**src/rtl/bsc_pkg.sv**
```systemverilog
package bsc_pkg;
  typedef enum logic [2:0] {
    BSM_FUNC   = 3'd0,
    BSM_SAMPLE = 3'd1,
    BSM_EXTEST = 3'd2,
    BSM_INTEST = 3'd3,
    BSM_CLAMP  = 3'd4,
    BSM_HIGHZ  = 3'd5
  } bsm_e;

  function automatic int ceil_div(input int a, input int b);
    return (a + b - 1) / b;
  endfunction
endpackage

```
**src/rtl/bsc_cell.sv**
```systemverilog
module bsc_cell (
  input  logic tck,
  input  logic tlr,
  input  logic cap_en,
  input  logic shf_en,
  input  logic upd_en,
  input  logic par_i,
  input  logic ser_i,
  output logic cap_q,
  output logic upd_q
);
  always_ff @(posedge tck) begin
    if (tlr)         cap_q <= 1'b0;
    else if (cap_en) cap_q <= par_i;
    else if (shf_en) cap_q <= ser_i;
  end

  always_ff @(negedge tck) begin
    if (tlr)         upd_q <= 1'b0;
    else if (upd_en) upd_q <= cap_q;
  end


  shift_step_chk: assert property (@(posedge tck) disable iff (tlr)
    (shf_en && !cap_en) |=> (cap_q == $past(ser_i)));


  upd_hold_chk: assert property (@(negedge tck) disable iff (tlr)
    !upd_en |=> $stable(upd_q));
endmodule

```
**src/rtl/bsc_order.sv**
```systemverilog
module bsc_order #(
  parameter int          LEN       = 9,
  parameter logic [255:0] ORDER_MAP = '0
) (
  input  logic           tdi,
  input  logic [LEN-1:0] cap,
  output logic [LEN-1:0] ser_in,
  output logic           tdo
);
  localparam bit USE_MAP = (ORDER_MAP != '0);

  function automatic int cell_of(input int p);
    if (USE_MAP) return int'(ORDER_MAP[p*8 +: 8]);
    else         return p;
  endfunction

  always_comb begin
    ser_in = '0;
    for (int p = 0; p < LEN; p++) begin
      if (p == 0) ser_in[cell_of(0)] = tdi;
      else        ser_in[cell_of(p)] = cap[cell_of(p-1)];
    end
  end

  assign tdo = cap[cell_of(LEN-1)];
endmodule

```
**src/rtl/bsc_pinmux.sv**
```systemverilog
module bsc_pinmux
  import bsc_pkg::*;
#(
  parameter int N_IN     = 3,
  parameter int N_OUT    = 4,
  parameter int OE_GROUP = 3,
  localparam int N_CTL   = ceil_div(N_OUT, OE_GROUP)
) (
  input  logic             tck,
  input  logic             tlr,
  input  logic             sys_clk,
  input  bsm_e             mode,
  input  logic [N_IN-1:0]  pin_in,
  input  logic [N_OUT-1:0] core_out,
  input  logic [N_OUT-1:0] core_oe,
  input  logic [N_IN-1:0]  upd_in,
  input  logic [N_OUT-1:0] upd_out,
  input  logic [N_CTL-1:0] upd_ctl,
  output logic [N_IN-1:0]  core_in,
  output logic [N_OUT-1:0] pad_out,
  output logic [N_OUT-1:0] pad_oe,
  output logic             core_clk
);
  logic [N_OUT-1:0] ctl_oe;

  for (genvar j = 0; j < N_OUT; j++) begin : g_fan
    assign ctl_oe[j] = upd_ctl[j / OE_GROUP];
  end

  always_comb begin
    core_in  = pin_in;
    pad_out  = core_out;
    pad_oe   = core_oe;
    core_clk = sys_clk;
    case (mode)
      BSM_EXTEST, BSM_CLAMP: begin
        pad_out = upd_out;
        pad_oe  = ctl_oe;
      end
      BSM_INTEST: begin
        pad_out  = upd_out;
        pad_oe   = ctl_oe;
        core_in  = upd_in;
        core_clk = tck;
      end
      BSM_HIGHZ: begin
        pad_out = upd_out;
        pad_oe  = '0;
      end
      default: ;
    endcase
  end


  highz_release_chk: assert property (@(posedge tck) disable iff (tlr)
    (mode == BSM_HIGHZ) |-> (pad_oe == '0));


  ext_drive_chk: assert property (@(posedge tck) disable iff (tlr)
    (mode == BSM_EXTEST || mode == BSM_CLAMP) |-> (pad_out == upd_out));


  func_pass_chk: assert property (@(posedge tck) disable iff (tlr)
    (mode == BSM_FUNC || mode == BSM_SAMPLE) |->
      (pad_out == core_out && pad_oe == core_oe && core_in == pin_in));


  intest_in_chk: assert property (@(posedge tck) disable iff (tlr)
    (mode == BSM_INTEST) |-> (core_in == upd_in));
endmodule

```
**src/rtl/bscan_chain.sv**
```systemverilog
module bscan_chain
  import bsc_pkg::*;
#(
  parameter int           N_IN      = 3,
  parameter int           N_OUT     = 4,
  parameter int           OE_GROUP  = 3,
  parameter logic [255:0] ORDER_MAP = '0
) (
  input  logic             tck,
  input  logic             tlr,
  input  logic             sys_clk,
  input  logic [2:0]       mode_i,
  input  logic             dr_sel,
  input  logic             capture_dr,
  input  logic             shift_dr,
  input  logic             update_dr,
  input  logic             tdi,
  output logic             tdo,
  input  logic [N_IN-1:0]  pin_in,
  output logic [N_IN-1:0]  core_in,
  input  logic [N_OUT-1:0] core_out,
  input  logic [N_OUT-1:0] core_oe,
  output logic [N_OUT-1:0] pad_out,
  output logic [N_OUT-1:0] pad_oe,
  output logic             core_clk
);
  localparam int N_CTL = ceil_div(N_OUT, OE_GROUP);
  localparam int LEN   = N_IN + N_OUT + N_CTL;

  bsm_e           mode;
  logic [LEN-1:0] par, cap, upd, ser_in;
  logic [N_CTL-1:0] grp_oe;
  logic cap_en, shf_en, upd_en;

  assign mode   = bsm_e'(mode_i);
  assign cap_en = dr_sel & capture_dr;
  assign shf_en = dr_sel & shift_dr;
  assign upd_en = dr_sel & update_dr;

  always_comb begin
    for (int g = 0; g < N_CTL; g++) begin
      grp_oe[g] = 1'b0;
      for (int k = 0; k < OE_GROUP; k++)
        if (g*OE_GROUP + k < N_OUT) grp_oe[g] = grp_oe[g] | core_oe[g*OE_GROUP + k];
    end
  end

  assign par = {grp_oe, core_out, pin_in};

  for (genvar c = 0; c < LEN; c++) begin : g_cell
    bsc_cell u_cell (
      .tck(tck), .tlr(tlr), .cap_en(cap_en), .shf_en(shf_en), .upd_en(upd_en),
      .par_i(par[c]), .ser_i(ser_in[c]), .cap_q(cap[c]), .upd_q(upd[c])
    );
  end

  bsc_order #(.LEN(LEN), .ORDER_MAP(ORDER_MAP)) u_order (
    .tdi(tdi), .cap(cap), .ser_in(ser_in), .tdo(tdo)
  );

  bsc_pinmux #(.N_IN(N_IN), .N_OUT(N_OUT), .OE_GROUP(OE_GROUP)) u_mux (
    .tck(tck), .tlr(tlr), .sys_clk(sys_clk), .mode(mode),
    .pin_in(pin_in), .core_out(core_out), .core_oe(core_oe),
    .upd_in(upd[N_IN-1:0]), .upd_out(upd[N_IN+N_OUT-1:N_IN]),
    .upd_ctl(upd[LEN-1:N_IN+N_OUT]),
    .core_in(core_in), .pad_out(pad_out), .pad_oe(pad_oe), .core_clk(core_clk)
  );


  desel_hold_chk: assert property (@(posedge tck) disable iff (tlr)
    !dr_sel |=> $stable(cap));
endmodule

```
**config.mk**
```make
export PLATFORM = sky130hd
export DESIGN_NAME = bscan_chain
export DESIGN_NICKNAME = d
export VERILOG_FILES = /design/src/rtl/bsc_pkg.sv /design/src/rtl/bsc_cell.sv /design/src/rtl/bsc_order.sv /design/src/rtl/bsc_pinmux.sv /design/src/rtl/bscan_chain.sv
export SDC_FILE = /design/constraint.sdc
export NUM_CORES = 1
export LEC_CHECK = 0
export ABC_AREA = 0
export BUFFER_PORTS_ARGS = -buffer_cell sky130_fd_sc_hd__buf_2
export CAP_MARGIN = 20
export CELL_PAD_IN_SITES_DETAIL_PLACEMENT = 1
export CELL_PAD_IN_SITES_GLOBAL_PLACEMENT = 2
export CORE_MARGIN = 10
export CORE_UTILIZATION = 30
export DETAILED_ROUTE_END_ITERATION = 7
export PLACE_DENSITY_LB_ADDON = 0.1
export REMOVE_ABC_BUFFERS = 1
export SETUP_SLACK_MARGIN = 0.4
export SYNTH_ARGS = -nofsm -noshare
export SYNTH_HDL_FRONTEND = slang
export SYNTH_HIERARCHICAL = 1
export SYNTH_SLANG_ARGS = --single-unit
```
**constraint.sdc**
```tcl
create_clock -name tck -period 1.2 [get_ports tck]
set_clock_uncertainty 0.05 [all_clocks]
set_input_delay 0.06 -clock tck [delete_from_list [all_inputs] [get_ports tck]]
set_output_delay 0.06 -clock tck [all_outputs]
set_load 0.05 [all_outputs]
```
==> flow_summary.ini, run 1 <==
[final_layout]
synthToLayoutAreaGrowth_pct = 70.03
fin_nets = 213
diodes = 0
drive_gt1_share_pct = 65.26

[grt]
grt_pass1_vias = 1297
grt_max_degree = 18
gr-total-overflow = 0
grt_first_pass_wirelength_um = 6272
grt_util_all_layers_pct = 11.04
antenna_found_initial = 0

[synthesis]
synthDistinctLibCells = 18
ys_seq_area_share_pct = 30.28
syn-instance-count = 121
syn_area_um2 = 1190
yosysWarnings = 6
ys_ff_latch = 18
avgSynthCellArea_um2 = 9.834

[worst_hold_path]
whs_path_depth = 3
hp-class = input port to flop
whs_endpoint = g_cell[5].u_cell/cap_q
min_from = tlr

[route]
dr.pass1.iters = 3
via_count = 1105
avgViaCountPerCell = 4.643
wirelength_um = 3801
route.detailed.drc = 0
postRouteAntennaNets = 0
drt_iter0_markers = 34
wl_per_cell_um = 15.97

[timing]
hold_viol_final = 6
holdWs_ps = -26.42
relSlewSlack_pct = 83.28
rsz0062_at_grt = true
setup_viol = 18
worstMarginPinSlew_ps = 248.5
worst_slack_ps = -996.0
slew_viol_final = 0

[critical_path]
rrSetupSlack_ps = -30
critPathMaxStageDelay_ps = 400
critical_path_arrival_ps = 2090
critPathKind = flop to primary output
crit_path_max_fanout = 3
reg2reg_depth = 2
critPathRequiredTime_ps = 1090
r2r_end = g_cell[6].u_cell/upd_q
end_kind = primary output
path_cells = or3b_4 > a2bb2oi_2 > buf_6
cp_slowest_cell = or3b_4
timing.rr.start = g_cell[6].u_cell/cap_q
crit_path_start_kind = flop

[floorplan]
core_area_um2 = 3744
io-pin-count = 35
die-height_um = 82.98
rows = 22
start_util_pct = 31.78
dieArea_um2 = 6886
fp.dieW_um = 82.98

[power_and_ir_drop]
fin_total_pwr_uw = 2241
power_density_nw_per_um2 = 1108
leakage_uw = 0.0009316
ir_drop_uv = 706.0

[placed_design]
dp_hpwl_um = 2619
gp_congestion = 0.7228
io_buffers = 34
pre_cts_ws_ps = -654.3

[clocking]
cts_hold_buffers = 4
cts_tree = yes
cts.clk_slew.worst_paths_ps = 80
clk_latency_ps = 360

[run]
drv_cap = 0

[run_status]
status = finished, violations left
violations = negative hold slack, negative setup slack
[through the flow]
stage	cell area [µm²]	TNS, ps	instances	utilization [%]
floorplan	1096	-7758	109	-
global placement	1534	-6539	217	40.98
detailed placement	1534	-7291	217	40.98
CTS	1901	-8901	231	50.77
global route	2023	-9794	238	54.04
finish	2023	-8922	238	54.04
[worst max-delay path by stage]
stage / end / from / slack (ps) / cells past startpoint
global placement: pad_oe[2] / g_cell[7].u_cell/upd_q / -630 / 3
CTS: pad_oe[0] / g_cell[7].u_cell/upd_q / -1000 / 3
finish: pad_oe[1] / g_cell[7].u_cell/upd_q / -1000 / 3
detailed placement: pad_oe[0] / g_cell[7].u_cell/upd_q / -650 / 3
floorplan: pad_oe[2] / g_cell[7].u_cell/upd_q / -1080 / 2
global route: pad_oe[1] / g_cell[7].u_cell/upd_q / -1050 / 3
[area by class of cell]
| class | instances | area [µm²] |
|---|---|---|
| clock buffer | 8 | 102.6 |
| timing repair buffer | 73 | 638.1 |
| fill | 430 | 1720 |
| inverter | 9 | 33.78 |
| sequential | 18 | 376.6 |
| tap | 48 | 60.06 |
| clock inverter | 9 | 33.78 |
| multi-input combinational | 73 | 778.2 |
[where the power goes]
part | switching (µW) | leakage, µW | internal (µW)
clock network | 368 | 0.000109 | 530
registers | 21.4 | 0.000152 | 637
logic | 327 | 0.000670 | 358
[sequential cells by signal (all words and copies together) (netlist names)]
| register | cells |
|---|---|
| g_cell.u_cell/cap_q | 9 |
| g_cell.u_cell/upd_q | 9 |
[per-layer routing]
layer / GRT usage, % / wire [µm] / share of wire, % / up-vias
met5: 0 / 0 / 0 / -
met4: 7.231 / 72 / 1.9 / 0
met3: 3.516 / 197 / 5.2 / 5
met2: 17.88 / 1937 / 51 / 28
met1: 12.06 / 1595 / 42 / 532
li1: - / - / - / 540
[cell usage after synthesis]
master	n	area, µm²
mux2_2	4	45.04
and2_1	3	18.77
buf_6	1	11.26
buf_4	11	82.58
a2bb2oi_1	3	26.28
a2bb2oi_2	1	15.01
dfxtp_1	18	360.4
nor2_1	9	33.78
a21boi_0	4	30.03
nand3b_4	1	20.02
or3_1	1	6.260
a211oi_2	9	112.6
mux2i_1	18	180.2
nor2b_1	9	56.30
mux2_1	8	90.09
xnor2_2	1	16.27
inv_1	18	67.56
or3b_1	2	17.52
[placed cells by master, fill, tap and decap left out]
master,n
mux2_1,1
buf_4,18
a2bb2oi_2,4
a211oi_2,9
nor2_1,9
dfxtp_2,13
inv_1,18
mux2i_2,4
buf_6,26
buf_12,1
clkbuf_1,1
xnor2_2,1
mux2i_1,11
or3_1,1
dlygate4sd3_1,4
buf_2,21
clkbuf_8,5
and2_1,3
nor2b_1,9
or3b_4,2
mux2_2,2
mux2_4,9
a21boi_0,4
mux2i_4,3
nand3b_4,1
buf_8,5
dfxtp_1,5
[critical path, delay by kind of cell (launching register included)]
family | cells | cell delay (ps)
and+or+nand+nor | 1 | 400
buffers and inverters | 1 | 170
AOI/OAI and AO/OA | 1 | 160
DFF | 1 | 310
[repair_timing]
item / CTS / global route
setup buffers: 3 / 7
setup endpoints to repair: 31 / 31
cloned: 0 / 0
hold endpoints to repair: 9 / 6
resized for setup: 67 / 18
pin swaps: 9 / 6
[cells by family after synthesis]
| kind of cell | synth area share [%] |
|---|---|
| AOI/OAI and AO/OA | 15.46 |
| xor gates and xnor gates | 1.367 |
| buffers and inverters | 13.56 |
| DFF | 30.28 |
| muxes | 26.50 |
| and+or+nand+nor | 12.83 |
Power figures use the tool's default switching activity.
==> run 2, diff against run 1 <==
CORE_ASPECT_RATIO = 0.5   (was not set)
CORE_UTILIZATION = 25   (was 30)
==> run 2 against run 1 <==
  * The run still ends with negative hold slack, negative setup slack left
  * First-iteration DRC count shrank 15%
  * Worst setup slack about the same
  * Global-route usage is 2.0 points lower
  * Flip-flop and latch count unchanged
  * Core utilization fell by 9.2 points
  * Non-clock buffer count fell by 4
  * Critical path type unchanged
  * Highest routed layer unchanged
==> flow_summary.ini, run 2 (synthesis results as in run 1) <==
[grt]
antenna_found_initial = 0
grt_first_pass_wirelength_um = 5671
gr-total-overflow = 0
grt_util_all_layers_pct = 9.080
grt_pass1_vias = 1188
grt_max_degree = 19

[critical_path]
critPathKind = flop to primary output
critical_path_arrival_ps = 2090
cp_slowest_cell = or3b_4
crit_path_max_fanout = 3
path_cells = or3b_4 > a2bb2oi_2 > buf_6
critPathRequiredTime_ps = 1090
crit_buf_inv = 1
end_kind = primary output
critPathMaxStageDelay_ps = 400
cp_top_family = simple AND/OR/NAND/NOR gates
crit_path_start_kind = flop

[timing]
hold_viol_final = 7
slew_viol_final = 0
setup_viol = 16
worstMarginPinSlew_ps = 273.2
rsz0062_at_grt = true
worst_slack_ps = -995.7
holdWs_ps = -10.92
relSlewSlack_pct = 81.62

[floorplan]
start_util_pct = 26.51
core_area_um2 = 4488
rows = 17
io-pin-count = 35
dieArea_um2 = 8087
die-height_um = 68.79
fp.dieW_um = 117.6

[power_and_ir_drop]
leakage_uw = 0.0009091
ir_drop_uv = 667.5
power_density_nw_per_um2 = 1127
fin_total_pwr_uw = 2267

[final_layout]
synthToLayoutAreaGrowth_pct = 69.09
top_regs = g_cell.u_cell/cap_q: 9 flops, g_cell.u_cell/upd_q: 9 flops
fin_area_um2 = 2012
utilization_pct = 44.83
fill_cells = 517
diodes = 0
fin_nets = 209
drive_gt1_share_pct = 59.68
final_cell_mix = buf_6 (27), buf_2 (21), inv_1 (18)
final_common_cell = buf_6

[clocking]
cts_tree = yes
cts_hold_buffers = 8
clk_latency_ps = 370
cts.clk_slew.worst_paths_ps = 70

[route]
postRouteAntennaNets = 0
dr.pass1.iters = 4
avgViaCountPerCell = 4.250
route.detailed.drc = 0
wirelength_um = 3377
drt_iter0_markers = 29
wl_per_cell_um = 13.40
via_count = 1071

[placed_design]
dp_hpwl_um = 2320
placed_cell_area_um2 = 1556
gp_congestion = 0.7013
io_buffers = 34

[run_status]
violations = negative hold slack, negative setup slack
status = finished, violations left

[worst_hold_path]
hp-class = input port to flop

[run]
drv_cap = 0
==> run 2: cell count changes in the layout (fill, tap and decap cells not counted), moves of 2 or more <==
cell	change
buf_12	+3
buf_4	-10
buf_8	-2
dfxtp_1	+2
dfxtp_2	-2
dlygate4sd3_1	+4
mux2_2	+2
mux2_4	-2
mux2i_1	+3
mux2i_4	-3
==> run 2: path summary, 6_finish.rpt <==
kind | startpoint | endpoint | slack (ps) | depth (start not counted)
max reg2reg | g_cell[1].u_cell/cap_q | g_cell[1].u_cell/upd_q | -50 | 2
min | tlr | g_cell[7].u_cell/cap_q | -10 | 3
max | g_cell[7].u_cell/upd_q | pad_oe[1] | -1000 | 3
min reg2reg | g_cell[4].u_cell/upd_q | g_cell[4].u_cell/upd_q | 440 | 2
==> run 2: repair_timing <==
item / 4_1_cts / 5_1_grt
pin swaps: 9 / 6
hold endpoints to repair: 9 / 7
resized for setup: 60 / 11
cloned: 0 / 0
buffers inserted: 0 / 7
setup endpoints to repair: 31 / 31
==> run 2: cell type report <==
type	instances	area [µm²]	share of cell area (%)
clock buffer	8	112.6	5.597
timing repair buffer	69	644.4	32.03
inverter	9	33.78	1.679
multi-input combinational	73	730.7	36.32
sequential	18	374.1	18.59
tap	66	82.58	4.104
clock inverter	9	33.78	1.679
==> run 2: metrics by stage <==
step	setup TNS [ps]	setup slack [ps]	cells
global route	-9843	-1060	252
floorplan	-7758	-1084	109
detailed placement	-6925	-663.8	230
finish	-8914	-995.7	252
global placement	-6902	-642.9	230
CTS	-9036	-1006	245
==> run 2: metal layers <==
layer  global-route usage, %  routed length, µm
met4                   7.951                 92
met1                   9.907               1650
met3                   3.239                145
met5                       0                  0
met2                   14.48               1489
==> run 2: where the power goes <==
group	leakage [µW]	switching [µW]	internal, µW
Clock	0.000115	375	587
Sequential	0.000151	20.6	637
Combinational	0.000643	305	344
Total	0.000909	701	1570
==> run 2: tightest hold or removal path, cell delays in order <==
cell and delay, ps:
buf_2 110, buf_12 160, a211oi_2 40
